File: src/rtl/gpio_bank_pkg.sv
package gpio_bank_pkg;
  localparam int unsigned NGRP    = 8;
  localparam int unsigned GRP_LSB = 4;
  localparam int unsigned OP_LSB  = 2;

  typedef enum logic [1:0] {
    OP_WR  = 2'd0,
    OP_SET = 2'd1,
    OP_CLR = 2'd2,
    OP_RSV = 2'd3
  } alias_op_e;

  typedef enum logic [2:0] {
    G_DOUT  = 3'd0,
    G_DIN   = 3'd1,
    G_OE    = 3'd2,
    G_ISEL  = 3'd3,
    G_IEN   = 3'd4,
    G_ILEV  = 3'd5,
    G_IPOL  = 3'd6,
    G_ISTAT = 3'd7
  } grp_e;
endpackage

File: src/rtl/gpio_sync.sv
module gpio_sync #(
  parameter int unsigned W      = 32,
  parameter int unsigned STAGES = 2
) (
  input  logic         clk_i,
  input  logic         rst_ni,
  input  logic [W-1:0] d_i,
  output logic [W-1:0] q_o
);
  logic [W-1:0] stg_q [STAGES];

  for (genvar s = 0; s < STAGES; s++) begin : g_stg
    if (s == 0) begin : g_first
      always_ff @(posedge clk_i or negedge rst_ni)
        if (!rst_ni) stg_q[s] <= '0;
        else         stg_q[s] <= d_i;
    end else begin : g_next
      always_ff @(posedge clk_i or negedge rst_ni)
        if (!rst_ni) stg_q[s] <= '0;
        else         stg_q[s] <= stg_q[s-1];
    end
  end

  assign q_o = stg_q[STAGES-1];
endmodule

File: src/rtl/gpio_irq_detect.sv
module gpio_irq_detect #(
  parameter int unsigned NPIN = 32
) (
  input  logic            clk_i,
  input  logic            rst_ni,
  input  logic [NPIN-1:0] smp_i,
  input  logic [NPIN-1:0] isel_i,
  input  logic [NPIN-1:0] ilev_i,
  input  logic [NPIN-1:0] ipol_i,
  output logic [NPIN-1:0] hit_o
);
  logic [NPIN-1:0] prev_q;

  always_ff @(posedge clk_i or negedge rst_ni)
    if (!rst_ni) prev_q <= '0;
    else         prev_q <= smp_i;

  for (genvar i = 0; i < NPIN; i++) begin : g_pin
    logic rise, fall, act_lvl, cond;
    assign rise    = smp_i[i] & ~prev_q[i];
    assign fall    = ~smp_i[i] & prev_q[i];
    assign act_lvl = ipol_i[i] ? smp_i[i] : ~smp_i[i];
    assign cond    = ilev_i[i] ? act_lvl : (ipol_i[i] ? rise : fall);
    assign hit_o[i] = isel_i[i] & cond;
  end
endmodule

File: src/rtl/gpio_regs.sv
module gpio_regs
  import gpio_bank_pkg::*;
#(
  parameter int unsigned NPIN = 32,
  parameter int unsigned AW   = 12
) (
  input  logic            clk_i,
  input  logic            rst_ni,
  input  logic            req_i,
  input  logic            we_i,
  input  logic [AW-1:0]   addr_i,
  input  logic [NPIN-1:0] wdata_i,
  output logic [NPIN-1:0] rdata_o,
  input  logic [NPIN-1:0] din_i,
  input  logic [NPIN-1:0] hit_i,
  output logic [NPIN-1:0] dout_o,
  output logic [NPIN-1:0] oe_o,
  output logic [NPIN-1:0] isel_o,
  output logic [NPIN-1:0] ien_o,
  output logic [NPIN-1:0] ilev_o,
  output logic [NPIN-1:0] ipol_o,
  output logic [NPIN-1:0] stat_o
);
  localparam int unsigned TOP_LSB = GRP_LSB + $clog2(NGRP);

  logic            in_rng, wen;
  alias_op_e       op;
  grp_e            grp;
  logic [NPIN-1:0] regs_v [NGRP];

  assign in_rng = (addr_i[AW-1:TOP_LSB] == '0) && (addr_i[1:0] == 2'b00);
  assign op     = alias_op_e'(addr_i[OP_LSB +: 2]);
  assign grp    = grp_e'(addr_i[GRP_LSB +: 3]);
  assign wen    = req_i & we_i & in_rng;

  function automatic logic [NPIN-1:0] apply(input logic [NPIN-1:0] cur,
                                            input alias_op_e o,
                                            input logic [NPIN-1:0] d);
    case (o)
      OP_WR:   return d;
      OP_SET:  return cur | d;
      OP_CLR:  return cur & ~d;
      default: return cur;
    endcase
  endfunction

  for (genvar g = 0; g < NGRP; g++) begin : g_reg
    if (g == int'(G_DIN)) begin : g_din
      assign regs_v[g] = din_i;
    end else if (g == int'(G_ISTAT)) begin : g_stat
      logic [NPIN-1:0] q, clr_m;
      assign clr_m = (wen && grp == G_ISTAT && op == OP_CLR) ? wdata_i : '0;
      // detection beats a same-edge clear
      always_ff @(posedge clk_i or negedge rst_ni)
        if (!rst_ni) q <= '0;
        else         q <= (q & ~clr_m) | hit_i;
      assign regs_v[g] = q;
    end else begin : g_cfg
      logic [NPIN-1:0] q;
      always_ff @(posedge clk_i or negedge rst_ni)
        if (!rst_ni)                        q <= '0;
        else if (wen && grp == grp_e'(g))   q <= apply(q, op, wdata_i);
      assign regs_v[g] = q;
    end
  end

  assign rdata_o = (addr_i[AW-1:TOP_LSB] == '0) ? regs_v[grp] : '0;

  assign dout_o = regs_v[int'(G_DOUT)];
  assign oe_o   = regs_v[int'(G_OE)];
  assign isel_o = regs_v[int'(G_ISEL)];
  assign ien_o  = regs_v[int'(G_IEN)];
  assign ilev_o = regs_v[int'(G_ILEV)];
  assign ipol_o = regs_v[int'(G_IPOL)];
  assign stat_o = regs_v[int'(G_ISTAT)];
endmodule

File: src/rtl/gpio_irq_bank.sv
module gpio_irq_bank #(
  parameter int unsigned NPIN = 32,
  parameter int unsigned AW   = 12
) (
  input  logic            clk_i,
  input  logic            rst_ni,
  input  logic            bus_req_i,
  input  logic            bus_we_i,
  input  logic [AW-1:0]   bus_addr_i,
  input  logic [NPIN-1:0] bus_wdata_i,
  output logic [NPIN-1:0] bus_rdata_o,
  input  logic [NPIN-1:0] pin_i,
  output logic [NPIN-1:0] pin_o,
  output logic [NPIN-1:0] pin_oe_o,
  output logic            irq_o
);
  logic [NPIN-1:0] smp_w, hit_w;
  logic [NPIN-1:0] dout_w, oe_w, isel_w, ien_w, ilev_w, ipol_w, stat_w;

  gpio_sync #(.W(NPIN), .STAGES(2)) u_sync (
    .clk_i (clk_i),
    .rst_ni(rst_ni),
    .d_i   (pin_i),
    .q_o   (smp_w)
  );

  gpio_irq_detect #(.NPIN(NPIN)) u_det (
    .clk_i (clk_i),
    .rst_ni(rst_ni),
    .smp_i (smp_w),
    .isel_i(isel_w),
    .ilev_i(ilev_w),
    .ipol_i(ipol_w),
    .hit_o (hit_w)
  );

  gpio_regs #(.NPIN(NPIN), .AW(AW)) u_regs (
    .clk_i  (clk_i),
    .rst_ni (rst_ni),
    .req_i  (bus_req_i),
    .we_i   (bus_we_i),
    .addr_i (bus_addr_i),
    .wdata_i(bus_wdata_i),
    .rdata_o(bus_rdata_o),
    .din_i  (smp_w),
    .hit_i  (hit_w),
    .dout_o (dout_w),
    .oe_o   (oe_w),
    .isel_o (isel_w),
    .ien_o  (ien_w),
    .ilev_o (ilev_w),
    .ipol_o (ipol_w),
    .stat_o (stat_w)
  );

  assign pin_o    = dout_w;
  assign pin_oe_o = oe_w;
  assign irq_o    = |(stat_w & ien_w);
endmodule

File: config.mk
export PLATFORM = sky130hd
export DESIGN_NAME = gpio_irq_bank
export DESIGN_NICKNAME = d
export VERILOG_FILES = /design/src/rtl/gpio_bank_pkg.sv /design/src/rtl/gpio_sync.sv /design/src/rtl/gpio_irq_detect.sv /design/src/rtl/gpio_regs.sv /design/src/rtl/gpio_irq_bank.sv
export SDC_FILE = /design/constraint.sdc
export NUM_CORES = 1
export LEC_CHECK = 0
export ABC_AREA = 0
export BUFFER_PORTS_ARGS = -buffer_cell sky130_fd_sc_hd__clkbuf_2
export CAP_MARGIN = 15
export CORE_AREA = 2 2 166 168
export CTS_BUF_LIST = sky130_fd_sc_hd__clkbuf_8
export CTS_CLUSTER_DIAMETER = 200
export DETAILED_ROUTE_END_ITERATION = 6
export DIE_AREA = 0 0 168 170
export GPL_TIMING_DRIVEN = 0
export PLACE_DENSITY = 0.87
export SYNTH_ARGS = -nofsm -noshare
export SYNTH_HDL_FRONTEND = slang
export SYNTH_HIERARCHICAL = 1
export SYNTH_SLANG_ARGS = --single-unit
File: constraint.sdc
create_clock -name clk_i -period 4.05 [get_ports clk_i]
set_clock_uncertainty 0.1 [all_clocks]
set_input_delay 0.81 -clock clk_i [delete_from_list [all_inputs] [get_ports clk_i]]
set_output_delay 0.81 -clock clk_i [all_outputs]
set_load 0.01 [all_outputs]
---- Word level (Yosys, flattened, before mapping) ----
Index checks and enable logic that the tools add are counted.
word-level totals
  output and inout port bits .............. 97
  register bits ........................... 320
  word-level logic and storage cells ...... 327
  bits of input ports ..................... 80
cells by class
  order comparisons ....................... 1
  reductions and logical operators ........ 21
  bitwise gates (word level) .............. 180
  equal/unequal tests ..................... 8
  muxes and demuxes ....................... 107
operators with widths
  operator                                                               count
  32-bit case mux with 3 select lines                                    6
  32-bit AND                                                             8
  32-bit OR                                                              7
  32-bit two-way mux                                                     4
  1-bit AND                                                              98
  32-bit binary-select mux with 3-bit select                             1
  1-bit two-way mux                                                      96
  1-bit inverter                                                         64
  32-bit inverter                                                        2
  32-bit OR reduction                                                    1
  3-bit equality test, second input constant                             4
  2-bit AND reduction                                                    6
  1-bit logical AND                                                      9
  3-bit by 2-bit equality test with 1-bit output, second input constant  2
  5-bit zero test                                                        1
  4-bit >= comparator, second input constant                             1
  2-bit zero test                                                        2
  3-bit inverter with 4-bit output                                       1
  3-bit zero test                                                        1
  3-bit nonzero test                                                     1
  2-bit by 1-bit equality test with 1-bit output, second input constant  1
  2-bit equality test, second input constant                             1

---- Logic depth before layout (Yosys ltp) ----
  word-level depth ........................ 9
  depth in mapped cells ................... 7
  depth with buffers taken out ............ 5

---- Modules after synthesis ----
Netlist, hierarchy kept.
by module, submodules not included
  module           times used  seq. area each (µm²)  cells an instance  area an instance (µm²)
  gpio_regs        1           5,605.4               1,052              11,288.3
  gpio_sync        1           1,601.5               96                 1,841.8
  gpio_irq_detect  1           800.8                 192                1,681.6
  gpio_irq_bank    1           0.0                   21                 157.7

---- Worst setup path before layout ----
OpenSTA, ideal clock, no wires.
  path kind ............................... in2out
  start ................................... in bus_addr_i[7]
  end ..................................... out bus_rdata_o[11]
  cell stages on the path ................. 6
  path slack .............................. 0.771 ns
  path buffers ............................ 3
  arrival ................................. 2.369 ns
  required time ........................... 3.140 ns
  path through ............................ or4_1 -> buf_2 -> nor2_1 -> buf_2 -> buf_1 -> a22o_1
on the way
  word-level cells in the longest chain between the ends .. 2
ends and longest elaborated chain
  item                line                 source
  from (decl)         gpio_irq_bank.sv:9   input logic [AW-1:0] bus_addr_i,
  5-bit zero test     gpio_regs.sv:67      assign rdata_o = (addr_i[AW-1:TOP_LSB] == '0) ? regs_v[grp] : '0;
  32-bit two-way mux  gpio_regs.sv:67
  to (decl)           gpio_irq_bank.sv:11  output logic [NPIN-1:0] bus_rdata_o,
Every way passes these cells.

---- Final worst setup path ----
  start ................................... in bus_addr_i[7]
  end ..................................... out bus_rdata_o[31]
The elaborated chain is that of the path after synthesis.

==> results.ini <==
[die]
die_h_um = 170
io_pins = 177
die_area_um2 = 28600
die_w_um = 168
initial_core_util_pct = 56.2
num_rows = 60
coreArea_um2 = 26700

[clock_network]
postCtsHoldBufs = 0
cts_max_level = 2
cts.reportedPaths.clkPinSlew_ns = 0.07
cts_buffers = 53
worstSkewPairLatency_ns = 0.58
cts.sinks = 320
cts_tree = built
cts_root_buf = clkbuf_8
postCtsSetupRepairBufs = 0
clk_path_buf_depth = 3

[synth]
syn_inst = 1361
ys_warn_count = 6
ys_types = 33
syn_nets = 1444
syn_area_um2 = 15000
yosysSeqAreaShare_pct = 53.5
postSynthAreaPerCell_um2 = 11.0
synth-seq-cells = 320
synth_area_leader_cell = dfrtp_1
yosys.area.top_type_share_pct = 53.5
synth_area_leaders = dfrtp_1, a21oi_1, mux4_2, buf_4, a22o_1

[sta]
hold_ws_ns = 0.103
fin_ws_ns = -0.00558
finalSetupViolations = 1
period_share_pct = 100
fmax_ghz = 0.247
min_period_ns = 4.06
relSlewSlack_pct = 23.6
slew_viol_final = 0
tns_ns = -0.00558
rsz0062_at_grt = false
tightest_slew_ns = 1.15
final_hold_viol_count = 0

[pwr]
power_density_nw_per_um2 = 387
ir_worst_vdd_v = 0.000236
leakage_uw = 0.00804

[placed_design]
dpl_cell_area_um2 = 16400
io_buffer_count = 175
hpwlAfterDp_um = 32900
gp_congestion = 1.01

[global_route]
antenna_found_initial = 0
overflow = 0
grt_pass1_wl_um = 74500
grt_usage_pct = 34.1
grt_max_degree = 115
grt_pass1_vias = 13400

[detailed_routing]
vias = 13500
dr.pass1.iters = 6
routed_wl_um = 49100
avgViaCountPerCell = 6.83
drtAntennaViolNets = 0
wl_per_cell_um = 24.9
drc = 0
drtIter0Drc = 2284

[cells_and_area]
num-fill-cells = 1986
syn_to_final_growth_pct = 16.6
drive_gt1_share_pct = 24.9
design_area_um2 = 17500
nets = 1678

[setup_path]
crit_fanout = 11
crit_required_ns = 3.14
worstPathArrival_ns = 3.15
crit_path_start_kind = input pin
critPathKind = input pin to output port
crit_path_end_kind = output port

[outcome]
violations = negative setup slack
status = finished, violations left

[worst_hold_path]
hold_class = input pin to async pin

[run]
cap_violations = 0

[sequential cells by signal, indices dropped and copies added, names as in the netlist]
| name | count |
|---|---|
| u_det/prev_q | 32 |
| u_regs/dout_o | 32 |
| u_regs/ien_o | 32 |
| u_regs/ilev_o | 32 |
| u_regs/ipol_o | 32 |
| u_regs/isel_o | 32 |
| u_regs/oe_o | 32 |
| u_regs/stat_o | 32 |
| u_sync/q_o | 32 |
| u_sync/stg_q | 32 |
[metrics by stage]
stage | total power [uW] | instances | worst slack [ns] | util, %
floorplan | 3670 | 1361 | 0.771 | -
global placement | 3910 | 1877 | -4.65 | 61.1
detailed placement | 3940 | 1880 | -0.319 | 61.4
CTS | 6740 | 1971 | 0.000832 | 65.4
global route | 6950 | 1972 | 0.00136 | 65.5
finish | 6750 | 1973 | -0.00558 | 65.5
[final timing paths]
check	start	endpoint	cells after the start	slack (ns)
worst min-delay path	rst_ni	u_det/prev_q[14]	1	0.10
max in group asynchronous	rst_ni	u_sync/q_o[30]	3	2.62
worst max register to register	u_sync/q_o[29]	u_regs/stat_o[29]	6	2.69
worst max-delay path	bus_addr_i[7]	bus_rdata_o[31]	8	-0.006
worst min register to register	u_sync/stg_q[32]	u_sync/q_o[0]	0	0.24
min in group clk_i	pin_i[19]	u_sync/stg_q[51]	1	0.23
[where the power goes]
part           switching, uW  internal [uW]  leakage (uW)
registers               31.7           3260       0.00408
clock network           1280           1560      0.000607
logic                    411            210       0.00336
total                   1720           5030       0.00804
[synthesized netlist by cell type]
| master | n |
|---|---|
| a41oi_1 | 32 |
| or2_2 | 3 |
| or4bb_1 | 1 |
| nand3_1 | 33 |
| buf_2 | 32 |
| nor3_1 | 2 |
| a22o_1 | 32 |
| nand2b_1 | 34 |
| inv_1 | 66 |
| buf_4 | 38 |
| ha_1 | 3 |
| a21boi_1 | 32 |
| a21oi_1 | 352 |
| clkbuf_1 | 46 |
| buf_1 | 10 |
| or3_1 | 1 |
| mux4_2 | 64 |
| nor2_1 | 68 |
| o21ai_1 | 32 |
| a31oi_1 | 32 |
| or4_1 | 2 |
| a22oi_2 | 1 |
| a21o_1 | 32 |
| a22oi_1 | 15 |
| nor4_2 | 1 |
| buf_6 | 3 |
| nor4_4 | 3 |
| dfrtp_1 | 320 |
| nor4_1 | 32 |
| or3b_2 | 1 |
| nand4_1 | 4 |
| and3_1 | 2 |
| a211oi_1 | 32 |
[cell type report]
cell class              instances  area [um2]  area share, %
flip-flops and latches        320        8010           45.9
multi-input cells             846        6020           34.5
repair buffers                179         982           5.63
clock buffers                  68         936           5.36
plain buffers                 129         701           4.01
well taps                     341         427           2.44
inverters                      66         248           1.42
clock inverters                23         124          0.710
diodes                          1        2.50         0.0143
[per-layer routing]
layer	share of wire (%)	GRT usage, %	wire length, um	vias up
li1	-	-	-	5554
met1	36	44.2	17500	6495
met2	46	52.6	22600	1195
met3	13	9.49	6410	237
met4	5.4	18.5	2630	0
met5	0	0	0	-
[kinds of logic (layout without fill, tap and decap cells)]
| family | Yosys count | count (layout) | synth area share (%) |
|---|---|---|---|
| other | 0 | 1 | 0 |
| AND/OR/NAND/NOR | 187 | 187 | 6.80 |
| flip-flops | 320 | 320 | 53.5 |
| adder cells (fa/ha/maj) | 3 | 3 | 0.251 |
| buffers and inverters | 195 | 465 | 6.26 |
| multiplexers | 64 | 64 | 9.63 |
| AO/OA/AOI/OAI | 592 | 592 | 23.6 |
[what timing repair did]
item / 4_1_cts / 5_1_grt
setup endpoints to repair: 31 / 12
gates resized for setup: 8 / 2
gates cloned: 0 / 0
[worst max-delay path, cell delays in order]
cell	delay [ns]
clkbuf_2	0.07
or4_1	0.61
buf_2	0.27
nor2_1	0.18
buf_2	0.26
buf_2	0.48
a22o_1	0.29
clkbuf_2	0.16
[cell usage in the layout (no fill, tap or decap), types with 32 or more instances in the layout]
| cell type | netlist | final |
|---|---|---|
| a21oi_1 | 352 | 352 |
| dfrtp_1 | 320 | 320 |
| clkbuf_2 | 0 | 176 |
| inv_1 | 66 | 81 |
| clkbuf_8 | 0 | 69 |
| nor2_1 | 68 | 68 |
| mux4_2 | 64 | 64 |
| clkbuf_1 | 46 | 44 |
| buf_4 | 38 | 38 |
| nand2b_1 | 34 | 34 |
| buf_2 | 32 | 34 |
| nand3_1 | 33 | 33 |
| o21ai_1 | 32 | 32 |
| a21boi_1 | 32 | 32 |
| a22o_1 | 32 | 32 |
| a31oi_1 | 32 | 32 |
| a211oi_1 | 32 | 32 |
| a21o_1 | 32 | 32 |
| nor4_1 | 32 | 32 |
| a41oi_1 | 32 | 32 |
Power figures use the tool's default switching activity.
